==> config.mk <==
export PLATFORM = sky130hd
export DESIGN_NAME = cas_steer
export DESIGN_NICKNAME = d
export VERILOG_FILES = /design/src/rtl/cas_steer.sv
export SDC_FILE = /design/constraint.sdc
export NUM_CORES = 1
export LEC_CHECK = 0
export ABC_AREA = 0
export BUFFER_PORTS_ARGS = -buffer_cell sky130_fd_sc_hd__buf_2
export CORE_AREA = 2 2 39 41
export DETAILED_ROUTE_END_ITERATION = 8
export DIE_AREA = 0 0 41 43
export PLACE_DENSITY = 0.7
export SYNTH_ARGS = -nofsm -noshare
export SYNTH_HDL_FRONTEND = slang
export SYNTH_SLANG_ARGS = --single-unit
==> constraint.sdc <==
create_clock -name clk -period 2.9 [get_ports clk]
set_clock_uncertainty 0.1 [all_clocks]
set_input_delay 0.29 -clock clk [delete_from_list [all_inputs] [get_ports clk]]
set_output_delay 0.29 -clock clk [all_outputs]
set_load 0.01 [all_outputs]
==> src/rtl/cas_steer.sv <==
module cas_steer #(
  parameter int DLY = 3
) (
  input  logic       clk,
  input  logic       rst_n,
  input  logic       ras_n,
  input  logic       cas_n,
  input  logic       mux_col,
  input  logic       rom_cs_n,
  input  logic [15:0] addr,
  output logic       int_cas_n,
  output logic       xcas_n,
  output logic [7:0] xma
);
  localparam int CW = $clog2(DLY + 1);
  localparam logic [CW-1:0] CMAX = CW'(DLY);

  logic          ras_q;
  logic          ext_sel;
  logic          cas_seen;
  logic [CW-1:0] cnt;
  logic          col_ready;
  logic          in_io;
  logic          in_regs;
  logic          hit;
  logic          ras_fall;

  assign in_io    = (addr[15:8] == 8'hFD) || (addr[15:8] == 8'hFE);
  assign in_regs  = (addr[15:6] == 10'h3FC);
  assign hit      = addr[14] & rom_cs_n & ~in_io & ~in_regs;
  assign ras_fall = ras_q & ~ras_n;

  always_ff @(posedge clk or negedge rst_n) begin
    if (!rst_n) begin
      ras_q    <= 1'b1;
      ext_sel  <= 1'b0;
      cas_seen <= 1'b0;
      cnt      <= '0;
    end else begin
      ras_q <= ras_n;
      if (ras_n) ext_sel <= 1'b0;
      else if (ras_fall) ext_sel <= hit;
      if (ras_n) cas_seen <= 1'b0;
      else if (!cas_n) cas_seen <= 1'b1;
      if (ras_n || !mux_col) cnt <= '0;
      else if (cnt != CMAX) cnt <= cnt + 1'b1;
    end
  end

  assign col_ready = (cnt == CMAX);
  assign int_cas_n = cas_n | ext_sel;
  assign xcas_n    = ~(ext_sel & col_ready & (cas_seen | ~cas_n) & ~ras_n);
  assign xma       = mux_col ? {1'b0, addr[13:8], 1'b0} : addr[7:0];

  a_r1_exclusive_strobes: assert property (@(posedge clk) disable iff (!rst_n)
    !(!int_cas_n && !xcas_n));
  a_r6_release_with_ras: assert property (@(posedge clk) disable iff (!rst_n)
    ras_n |-> xcas_n);
  a_r7_no_cas_no_xcas: assert property (@(posedge clk) disable iff (!rst_n)
    (cas_n && !cas_seen) |-> xcas_n);
  a_r8_choice_held: assert property (@(posedge clk) disable iff (!rst_n)
    (!ras_n && !ras_q) |=> $stable(ext_sel));
  a_r5_column_phase_only: assert property (@(posedge clk) disable iff (!rst_n)
    !xcas_n |-> mux_col);
  a_r2_internal_follows: assert property (@(posedge clk) disable iff (!rst_n)
    (!ext_sel) |-> (int_cas_n == cas_n));
endmodule

==> run_results.csv <==
group,metric,value,unit
status,status,"completed",
synth,ys_seq_area_share,37.5,%
min_path,worstHoldPathType,"primary input to register",
sta,fin_hold_ws,0.0762,ns
finish,stdcell_count,83,
worst_setup_path,crit_path_cell_trace,"ha_1 > nand3_1 > buf_2",
power_and_ir_drop,vdd_drop_max,0.136,mV
route,first_pass_iters,2,
route,initialDrtViolationCount,2,
finish,fin_nets,91,
finish,antenna_cells,0,
cts,cts_buffer_depth,2,
cts,cts_buffers,3,
synth,ys_warn_count,0,
finish,postLayoutCellArea,537,µm²
power_and_ir_drop,swShare,26.1,%
grt,grt_usage,11.8,%
worst_setup_path,start_kind,"register",
synth,synth_nets,55,
place,post-place-cells,78,
grt,grt_start_max_net_pins,10,
worst_setup_path,slowest_stage,"dfrtp_1",
worst_setup_path,r2r-end,"ext_sel",
sta,setup_tns,0,ns
floorplanning,design.core.area,0.00138,mm²
cts,cts.repair.resized,0,
power_and_ir_drop,seqPwrFrac,36.4,%
grt,grt.overflow.total,0,
route,wire_per_inst,10.0,µm
sta,hold_viol_final,0,
route,wl,834,µm
sta,setup_viol,0,
floorplanning,rows,14,
sta,worst_slew_pin_slew,0.174,ns
worst_setup_path,worstPathMaxFanout,3,
min_path,min_path_cells,1,
power_and_ir_drop,internal-power,0.154,mW
place,portBuffers,31,
synth,ys_types,18,
sta,drv_slew,0,
place,dpl_cell_area,500,µm²
grt,grt_pass1_vias,328,
route,viasPerCell,4.40,
route,drtAntennaViolNets,0,
finish,mostFrequentLayoutCells,"31 x buf_2, 6 x mux2_2, 4 x dfrtp_1",
run,drv_cap,0,
finish,fillers,147,
synth,avgSynthCellArea,10.5,µm²
power_and_ir_drop,power_leakage,0.279,nW
cts,htree_levels,1,
worst_setup_path,r2r_slack,1.80,ns
worst_setup_path,slowest_delay,0.38,ns
sta,fin_ws,1.42,ns
grt,grt_pass1_wl,1280,µm
power_and_ir_drop,total_power,0.209,mW
place,dp_slack,1.54,ns
worst_setup_path,cp.required,2.51,ns
cts,cts_tree,"yes",
sta,fin_crit,1.48,ns
cts,cts-root-buf,"clkbuf_4",
floorplanning,die-area,0.00176,mm²
synth,syn-cell-area,337,µm²
route,drc,0,
finish,drive_gt1_share,64.2,%
synth,async_reset_ff_share,100,%
worst_setup_path,reg2reg_depth,2,
synth,ys_ff_latch,5,
sta,relSlewSlack,88.4,%
floorplanning,start_util,24.3,%
min_path,min_to,"ras_q",
floorplanning,pin_count,32,
worst_setup_path,end_kind,"output pin",
grt,antenna_found_initial,0,
worst_setup_path,path_class,"register to output pin",
worst_setup_path,crit_arrival,1.09,ns
synth,synth_edf_count,0,
power_and_ir_drop,netSwitchingPower,0.0544,mW
power_and_ir_drop,combPwrFrac,24.3,%
power_and_ir_drop,power.density,389,mW/mm²
synth,syn_inst,32,
finish,final_util,38.8,%
floorplanning,die_w,41,µm
route,vias,365,
sta,timing.fmax,677,MHz
worst_setup_path,r2r_start,"ras_q",
place,dp_hpwl,692,µm
floorplanning,die_h,43,µm
cts,clk_pin_slew,0.04,ns
min_path,min_from,"ras_n",
synth,synth-main-ff-cell,"dfrtp_1",
finish,final_common_cell,"buf_2",
sta,rsz0062_at_grt,"false",
finish,syn_to_final_growth,59.5,%
power_and_ir_drop,clockPowerShare,39.3,%
cts,cts_sinks,5,
place,place.gp.congestion,0.655,
cts,clk_latency,0.24,ns
sta,min_period_over_period,50.9,%
[per-layer routing]
layer | part of all wire, % | vias up | GRT usage [%]
li1 | - | 186 | -
met1 | 41 | 151 | 12.3
met2 | 45 | 23 | 16.3
met3 | 8.8 | 5 | 3.14
met4 | 5.4 | 0 | 14.0
met5 | 0 | - | 0
[registers in the layout, indices dropped and copies added (netlist names)]
name and cells:
ras_q 1, ext_sel 1, cas_seen 1, cnt 2
[synth_stat cells (2+ instances only)]
master | instances | area, µm²
mux2_2 | 6 | 67.6
nor2b_1 | 2 | 12.5
a21oi_1 | 2 | 10.0
nand3_1 | 3 | 15.0
nand2b_1 | 2 | 12.5
nor2_1 | 2 | 7.51
dfrtp_1 | 4 | 100
[worst max-delay path: cells and delay by family (launching register included)]
kind          cells  cell delay, ns
buf+inv           1            0.13
simple gates      1            0.09
flops             1            0.38
fa+ha+maj         1            0.25
[power groups by stage]
stage	clock, mW	combinational [mW]	sequential, mW
global placement	0	0.0492	0.0768
global route	0.0890	0.0564	0.0763
detailed placement	0	0.0503	0.0771
CTS	0.0861	0.0516	0.0761
finish	0.0820	0.0507	0.0760
floorplan	0	0.0245	0.0765
[cells by family (layout without fill, tap and decap cells)]
| group | count (synthesis) | after routing | synth area share [%] |
|---|---|---|---|
| adder cells (fa/ha/maj) | 1 | 1 | 3.72 |
| flip-flops | 5 | 5 | 37.5 |
| AO/OA/AOI/OAI | 5 | 5 | 10.8 |
| XOR/XNOR | 1 | 1 | 2.60 |
| buffers and inverters | 2 | 37 | 4.46 |
| multiplexers | 7 | 7 | 23.0 |
| AND/OR/NAND/NOR | 11 | 11 | 17.8 |
[area by class of cell]
cell class	count	area, µm²	area share [%]
timing repair buffer	32	165	30.8
sequential	5	126	23.5
tap	16	20.0	3.73
multi-input combinational	25	195	36.4
clock buffer	4	26.3	4.90
inverter	1	3.75	0.699
[timing repair]
action | 4_1_cts | 5_1_grt
endpoints found under the hold margin | 5 | 0
setup buffers | 0 | 0
hold buffers | 1 | 0
[worst max-delay path by stage]
| stage | startpoint | depth (start not counted) | to | slack (ns) |
|---|---|---|---|---|
| finish | cnt[0] | 3 | xcas_n | 1.42 |
| global placement | mux_col | 3 | xma[4] | 1.55 |
| CTS | cnt[0] | 3 | xcas_n | 1.41 |
| global route | cnt[0] | 3 | xcas_n | 1.37 |
| floorplan | mux_col | 2 | xma[1] | 1.76 |
| detailed placement | mux_col | 3 | xma[1] | 1.54 |
No activity file was read; power rests on OpenSTA's default activity.
